<file path="config.mk">
export PLATFORM = sky130hd
export DESIGN_NAME = sync_slave_rx
export DESIGN_NICKNAME = d
export VERILOG_FILES = /design/src/rtl/srx_pkg.sv /design/src/rtl/srx_edge_sync.sv /design/src/rtl/srx_shifter.sv /design/src/rtl/srx_fifo.sv /design/src/rtl/sync_slave_rx.sv
export SDC_FILE = /design/constraint.sdc
export NUM_CORES = 1
export LEC_CHECK = 0
export ABC_AREA = 1
export BUFFER_PORTS_ARGS = -buffer_cell sky130_fd_sc_hd__buf_2
export CAP_MARGIN = 20
export CORE_MARGIN = 2
export CORE_UTILIZATION = 62
export DETAILED_ROUTE_END_ITERATION = 12
export PLACE_DENSITY = 0.84
export SYNTH_ARGS = -nofsm -noshare
export SYNTH_HDL_FRONTEND = slang
export SYNTH_SLANG_ARGS = --single-unit
</file>
<file path="constraint.sdc">
create_clock -name clk_i -period 3.3 [get_ports clk_i]
set_input_delay 0.495 -clock clk_i [delete_from_list [all_inputs] [get_ports clk_i]]
set_output_delay 0.495 -clock clk_i [all_outputs]
set_load 0.1 [all_outputs]
</file>
<file path="src/rtl/srx_pkg.sv">
package srx_pkg;
  localparam int unsigned CHAR_W = 9;
  typedef struct packed {
    logic       bit8;
    logic [7:0] data;
  } rx_char_t;
endpackage

</file>
<file path="src/rtl/srx_edge_sync.sv">
module srx_edge_sync #(
  parameter int unsigned STAGES = 2
) (
  input  logic clk_i,
  input  logic rst_ni,
  input  logic ext_clk_i,
  input  logic ext_dat_i,
  output logic fall_o,
  output logic dat_o
);
  logic [STAGES-1:0] clk_pipe_q, dat_pipe_q;
  logic              clk_prev_q;

  generate
    if (STAGES == 1) begin : g_one
      always_ff @(posedge clk_i or negedge rst_ni) begin
        if (!rst_ni) begin
          clk_pipe_q <= '0;
          dat_pipe_q <= '0;
        end else begin
          clk_pipe_q <= ext_clk_i;
          dat_pipe_q <= ext_dat_i;
        end
      end
    end else begin : g_multi
      always_ff @(posedge clk_i or negedge rst_ni) begin
        if (!rst_ni) begin
          clk_pipe_q <= '0;
          dat_pipe_q <= '0;
        end else begin
          clk_pipe_q <= {clk_pipe_q[STAGES-2:0], ext_clk_i};
          dat_pipe_q <= {dat_pipe_q[STAGES-2:0], ext_dat_i};
        end
      end
    end
  endgenerate

  always_ff @(posedge clk_i or negedge rst_ni) begin
    if (!rst_ni) clk_prev_q <= 1'b0;
    else         clk_prev_q <= clk_pipe_q[STAGES-1];
  end

  assign fall_o = clk_prev_q & ~clk_pipe_q[STAGES-1];
  assign dat_o  = dat_pipe_q[STAGES-1];
endmodule

</file>
<file path="src/rtl/srx_shifter.sv">
module srx_shifter #(
  parameter int unsigned CHAR_W = 9
) (
  input  logic              clk_i,
  input  logic              rst_ni,
  input  logic              clear_i,
  input  logic              fall_i,
  input  logic              din_i,
  input  logic              nine_i,
  output logic              done_o,
  output logic [CHAR_W-1:0] char_o
);
  localparam int unsigned CNT_W = $clog2(CHAR_W + 1);
  localparam logic [CNT_W-1:0] LAST9 = CNT_W'(CHAR_W - 1);
  localparam logic [CNT_W-1:0] LAST8 = CNT_W'(CHAR_W - 2);

  logic [CNT_W-1:0]  cnt_q, last;
  logic [CHAR_W-1:0] sr_q, sr_nxt;

  assign last = nine_i ? LAST9 : LAST8;

  always_comb begin
    sr_nxt = sr_q;
    for (int i = 0; i < int'(CHAR_W); i++)
      if (cnt_q == CNT_W'(i)) sr_nxt[i] = din_i;
  end

  // >= guards a mode change from 9 to 8 bits mid-character
  assign done_o = fall_i & ~clear_i & (cnt_q >= last);
  assign char_o = sr_nxt;

  always_ff @(posedge clk_i or negedge rst_ni) begin
    if (!rst_ni) begin
      cnt_q <= '0;
      sr_q  <= '0;
    end else if (clear_i || done_o) begin
      cnt_q <= '0;
      sr_q  <= '0;
    end else if (fall_i) begin
      cnt_q <= cnt_q + 1'b1;
      sr_q  <= sr_nxt;
    end
  end
endmodule

</file>
<file path="src/rtl/srx_fifo.sv">
module srx_fifo #(
  parameter int unsigned DEPTH = 2,
  parameter int unsigned WIDTH = 9
) (
  input  logic             clk_i,
  input  logic             rst_ni,
  input  logic             push_i,
  input  logic [WIDTH-1:0] data_i,
  input  logic             pop_i,
  output logic             full_o,
  output logic             empty_o,
  output logic [WIDTH-1:0] head_o
);
  localparam int unsigned PTR_W = (DEPTH > 1) ? $clog2(DEPTH) : 1;
  localparam int unsigned CNT_W = $clog2(DEPTH + 1);
  localparam logic [PTR_W-1:0] PTR_MAX = PTR_W'(DEPTH - 1);
  localparam logic [CNT_W-1:0] CNT_MAX = CNT_W'(DEPTH);

  logic [WIDTH-1:0] mem_q [DEPTH];
  logic [PTR_W-1:0] wr_q, rd_q;
  logic [CNT_W-1:0] cnt_q;

  assign full_o  = (cnt_q == CNT_MAX);
  assign empty_o = (cnt_q == '0);
  assign head_o  = mem_q[rd_q];

  always_ff @(posedge clk_i or negedge rst_ni) begin
    if (!rst_ni) begin
      wr_q  <= '0;
      rd_q  <= '0;
      cnt_q <= '0;
      for (int i = 0; i < int'(DEPTH); i++) mem_q[i] <= '0;
    end else begin
      if (push_i) begin
        mem_q[wr_q] <= data_i;
        wr_q <= (wr_q == PTR_MAX) ? '0 : wr_q + 1'b1;
      end
      if (pop_i) rd_q <= (rd_q == PTR_MAX) ? '0 : rd_q + 1'b1;
      if (push_i && !pop_i)      cnt_q <= cnt_q + 1'b1;
      else if (pop_i && !push_i) cnt_q <= cnt_q - 1'b1;
    end
  end
endmodule

</file>
<file path="src/rtl/sync_slave_rx.sv">
module sync_slave_rx #(
  parameter int unsigned FIFO_DEPTH  = 2,
  parameter int unsigned SYNC_STAGES = 2
) (
  input  logic       clk_i,
  input  logic       rst_ni,
  input  logic       port_en_i,
  input  logic       sync_mode_i,
  input  logic       clk_master_i,
  input  logic       cont_rx_en_i,
  input  logic       nine_bit_i,
  input  logic       single_rx_req_i,
  input  logic       rx_int_en_i,
  input  logic       ext_clk_i,
  input  logic       ser_data_i,
  input  logic       rd_pop_i,
  output logic [7:0] rx_data_o,
  output logic       rx_bit8_o,
  output logic       rx_avail_o,
  output logic       overrun_o,
  output logic       rx_irq_o
);
  import srx_pkg::*;

  logic                active, fall, din, done, full, empty, push, pop, ovr_q;
  logic [CHAR_W-1:0]   char_w;
  rx_char_t            head;

  // single-shot request has no role in slave mode
  logic unused_req;
  assign unused_req = single_rx_req_i;

  assign active = port_en_i & sync_mode_i & ~clk_master_i & cont_rx_en_i;

  srx_edge_sync #(.STAGES(SYNC_STAGES)) u_sync (
    .clk_i     (clk_i),
    .rst_ni    (rst_ni),
    .ext_clk_i (ext_clk_i),
    .ext_dat_i (ser_data_i),
    .fall_o    (fall),
    .dat_o     (din)
  );

  srx_shifter #(.CHAR_W(CHAR_W)) u_shift (
    .clk_i   (clk_i),
    .rst_ni  (rst_ni),
    .clear_i (~active),
    .fall_i  (fall),
    .din_i   (din),
    .nine_i  (nine_bit_i),
    .done_o  (done),
    .char_o  (char_w)
  );

  assign push = done & ~full & ~ovr_q;
  assign pop  = rd_pop_i & ~empty;

  srx_fifo #(.DEPTH(FIFO_DEPTH), .WIDTH(CHAR_W)) u_fifo (
    .clk_i   (clk_i),
    .rst_ni  (rst_ni),
    .push_i  (push),
    .data_i  (char_w),
    .pop_i   (pop),
    .full_o  (full),
    .empty_o (empty),
    .head_o  (head)
  );

  always_ff @(posedge clk_i or negedge rst_ni) begin
    if (!rst_ni)            ovr_q <= 1'b0;
    else if (!cont_rx_en_i) ovr_q <= 1'b0;
    else if (done && full)  ovr_q <= 1'b1;
  end

  assign rx_data_o  = head.data;
  assign rx_bit8_o  = head.bit8;
  assign rx_avail_o = ~empty;
  assign overrun_o  = ovr_q;
  assign rx_irq_o   = ~empty & rx_int_en_i;
endmodule

</file>
==> impl_metrics.env <==
export IMPL_max_freq_ghz=0.422
export IMPL_synthesis_area_per_instance_um2=8.14
export IMPL_clk_latency_ps=360
export IMPL_post_cts_setup_repair_buffer_count=0
export IMPL_report_final_slew_viol_count=0
export IMPL_report_final_hold_viol_count=0
export IMPL_maximum_number_of_pins_on_one_net_before_global_route_repair=42
export IMPL_post_synth_and_or_nand_nor_area_fraction=0.310
export IMPL_cts_inserted_buffers=5
export IMPL_synth_top_cells_by_area="sky130_fd_sc_hd__dfrtp_1 50%, sky130_fd_sc_hd__nand2_1 22%, sky130_fd_sc_hd__ha_1 5.4%, sky130_fd_sc_hd__inv_1 4.7%, sky130_fd_sc_hd__o21ai_0 3.6%"
export IMPL_number_of_h_tree_levels=2
export IMPL_start_util=0.666
export IMPL_muxShareOfSynthArea=0.00484
export IMPL_placement_io_buffers=22
export IMPL_crit_path_top_delay_cell="sky130_fd_sc_hd__dfrtp_1"
export IMPL_synth_top_area_cell="sky130_fd_sc_hd__dfrtp_1"
export IMPL_vias=1624
export IMPL_antenna_diode_count=0
export IMPL_antenna_left=0
export IMPL_crit_path_start="u_shift.cnt_q[3]"
export IMPL_yosysSeqAreaShare=0.496
export IMPL_final_min_period_over_clock_period=0.718
export IMPL_first_global_vias=1532
export IMPL_arrival_ps=2620
export IMPL_place_detailed_hpwl_um=2770
export IMPL_reg2reg_setup_slack_ps=930
export IMPL_critical_path_endpoint="u_fifo.cnt_q[1]"
export IMPL_grt_total_usage=0.248
export IMPL_antenna_found_initial=0
export IMPL_drt_first_pass_iters=4
export IMPL_hold_path_class="in -> reg"
export IMPL_synth_commonest_cells="119 x sky130_fd_sc_hd__nand2_1, 41 x sky130_fd_sc_hd__dfrtp_1, 26 x sky130_fd_sc_hd__inv_1, 15 x sky130_fd_sc_hd__o21ai_0, 9 x sky130_fd_sc_hd__ha_1"
export IMPL_layout_area_overhead_vs_synth_pct=9.99
export IMPL_fin_worst_skew_ps=6.68
export IMPL_end_kind="flip-flop"
export IMPL_post_cts_hold_buffer_count=0
export IMPL_die_width_um=61.7
export IMPL_leakagePower_nw=1.21
export IMPL_clk_pin_slew_ps=120
export IMPL_setup_worst_path_class="reg -> reg"
export IMPL_yosys_cell_count_top_type="sky130_fd_sc_hd__nand2_1"
export IMPL_synth_async_sr_flop_share=1.00
export IMPL_worstPathCellList="ha_1 -> a21oi_1 -> nand3_1 -> nand3_4 -> inv_1 -> ha_1 -> a21oi_1 -> o21ai_0 -> xor2_1"
export IMPL_clock_root_buffer="sky130_fd_sc_hd__clkbuf_4"
export IMPL_final_setup_worst_slack_ps=930
export IMPL_yosys_cell_types_count=23
export IMPL_drive_gt1_frac=0.135
export IMPL_die_area_um2=3810
export IMPL_synth_xor_area_share=0.0169
export IMPL_largest_voltage_drop_on_the_vdd_net_mv=0.703
export IMPL_reg2reg_from="u_shift.cnt_q[3]"
export IMPL_run_status="completed"
export IMPL_yosys_area_share_adder=0.0545
export IMPL_dp_slack_ps=688
export IMPL_cp_required_ps=3550
export IMPL_synthesis_instances=254
export IMPL_routability_driven_placement_congestion_ratio=0.801
export IMPL_synth_compound_area_frac=0.0617
export IMPL_drt_vias_per_instance=4.98
export IMPL_transition_time_at_the_pin_with_the_least_slew_margin_ps=880
export IMPL_clock_sinks=41
export IMPL_yosys_register_bits=41
export IMPL_synth_top_cell_area_share=0.496
export IMPL_overflow=0
export IMPL_fillerInstances=277
export IMPL_timing_hold_worst_start="ser_data_i"
export IMPL_timing_max_slew_rel_slack=0.414
export IMPL_drt_initial_drc_count=99
export IMPL_coreArea_um2=3100
export IMPL_io_pin_count=24
export IMPL_cts_resized_gates=0
export IMPL_cts_max_path_buffers=2
export IMPL_finalCriticalPeriod_ps=2370
export IMPL_setup_violations_final=0
export IMPL_die_height_um=61.7
export IMPL_worstReg2RegEnd="u_fifo.cnt_q[1]"
export IMPL_placement_rows=20
export IMPL_cts_tree="built"
export IMPL_synth_warn=0
export IMPL_tns_ps=0
export IMPL_dominantRegCellSynth="sky130_fd_sc_hd__dfrtp_1"
export IMPL_fin_worst_hold_slack_ps=229
export IMPL_rsz0062_at_grt="no"
export IMPL_cpPeakStageDelay_ps=450
export IMPL_detail_route_wirelength_um=3820
export IMPL_timing_max_cap_violations=0
export IMPL_mappedNetlistArea_um2=2070
export IMPL_pwr_density_cell_nw_per_um2=450
export IMPL_ff2ff_path_depth=9
export IMPL_critical_path_fanouts_max=4
export IMPL_timing_critical_path_from_type="flip-flop"
export IMPL_finish_net_count=302
export IMPL_grt_first_pass_wirelength_um=6710
export IMPL_post_drt_wl_per_cell_um=11.7
export IMPL_synth_top_family_by_area="simple AND/OR/NAND/NOR gates"
export IMPL_synth_edf_count=0
export IMPL_detail_route_drc_violations=0
export IMPL_syn_nets=275
[registers in the layout, indices dropped and copies added, names as in the netlist]
| signal | cells |
|---|---|
| u_sync.dat_pipe_q | 2 |
| u_fifo.mem_q | 18 |
| u_fifo.wr_q | 1 |
| overrun_o | 1 |
| u_fifo.rd_q | 1 |
| u_fifo.cnt_q | 2 |
| u_shift.sr_q | 9 |
| u_sync.clk_prev_q | 1 |
| u_sync.clk_pipe_q | 2 |
| u_shift.cnt_q | 4 |
[routing by layer]
metal	GRT usage	vias up	routed length, µm
met5	0	-	0
met4	0.0942	0	65
met3	0.0559	8	129
met2	0.408	24	1780
met1	0.322	738	1840
li1	-	854	-
[where the power goes]
part           internal (W)  switching [W]  total (W)
logic             0.0000468       0.000171   0.000217
clock network     0.0000812       0.000162   0.000243
registers          0.000527      0.0000341   0.000561
total              0.000655       0.000367    0.00102
[area by class of cell]
class / instances / area (µm²) / area share
Tap cell: 44 / 55.1 / 0.0242
Timing Repair Buffer: 22 / 110 / 0.0484
Clock inverter: 2 / 10.0 / 0.00440
Clock buffer: 6 / 41.3 / 0.0182
Inverter: 28 / 105 / 0.0462
Multi-Input combinational cell: 183 / 926 / 0.407
Sequential cell: 41 / 1030 / 0.451
[cells in the final DEF (no fill, tap or decap)]
cell                       instances
sky130_fd_sc_hd__a21oi_1           3
sky130_fd_sc_hd__buf_2            22
sky130_fd_sc_hd__clkbuf_1          1
sky130_fd_sc_hd__clkbuf_4          5
sky130_fd_sc_hd__clkinv_1          2
sky130_fd_sc_hd__clkinv_2          2
sky130_fd_sc_hd__dfrtp_1          41
sky130_fd_sc_hd__ha_1              9
sky130_fd_sc_hd__inv_1            26
sky130_fd_sc_hd__mux2i_1           1
sky130_fd_sc_hd__nand2_1         119
sky130_fd_sc_hd__nand2_2           1
sky130_fd_sc_hd__nand3_1           7
sky130_fd_sc_hd__nand3_4           1
sky130_fd_sc_hd__nand4_1           4
sky130_fd_sc_hd__nand4_2           2
sky130_fd_sc_hd__nand4_4           1
sky130_fd_sc_hd__nor2_1            5
sky130_fd_sc_hd__nor2_2            1
sky130_fd_sc_hd__nor2_4            2
sky130_fd_sc_hd__nor3_4            1
sky130_fd_sc_hd__o21a_1            1
sky130_fd_sc_hd__o21ai_0          15
sky130_fd_sc_hd__o21ai_1           6
sky130_fd_sc_hd__xnor2_1           1
sky130_fd_sc_hd__xor2_1            3
[worst min-delay path by stage]
stage / slack [ps] / to / cells past startpoint
after detailed placement: 340 / u_sync.clk_pipe_q[1] / 0
after CTS: 230 / u_sync.dat_pipe_q[0] / 1
after floorplan: 200 / overrun_o / 0
after global routing: 220 / u_sync.clk_pipe_q[0] / 1
after global placement: 330 / u_sync.dat_pipe_q[1] / 0
final: 230 / u_sync.dat_pipe_q[0] / 1
[kinds of logic (layout without fill, tap and decap cells)]
family	after synthesis	after routing
xor+xnor	4	4
buf+inv	30	58
flops	41	41
simple gates	144	144
compound gates	25	25
mux	1	1
fa+ha+maj	9	9
[per-stage QoR]
step / total power, W / util / cell area (µm²) / std cells
finish: 0.00102 / 0.733 / 2270 / 326
global placement: 0.000785 / 0.716 / 2220 / 318
global route: 0.00107 / 0.733 / 2270 / 326
detailed placement: 0.000789 / 0.716 / 2220 / 318
floorplan: 0.000740 / - / 2070 / 254
CTS: 0.00102 / 0.733 / 2270 / 326
[critical path: cells and delay by family (launching register included)]
kind | cells | cell delay [ps]
adders and majority gates | 2 | 640
AOI/OAI and AO/OA | 3 | 500
and+or+nand+nor | 2 | 460
DFF | 1 | 450
xor gates and xnor gates | 1 | 150
buffers and inverters | 1 | 60
(Power assumes the default switching activity.)
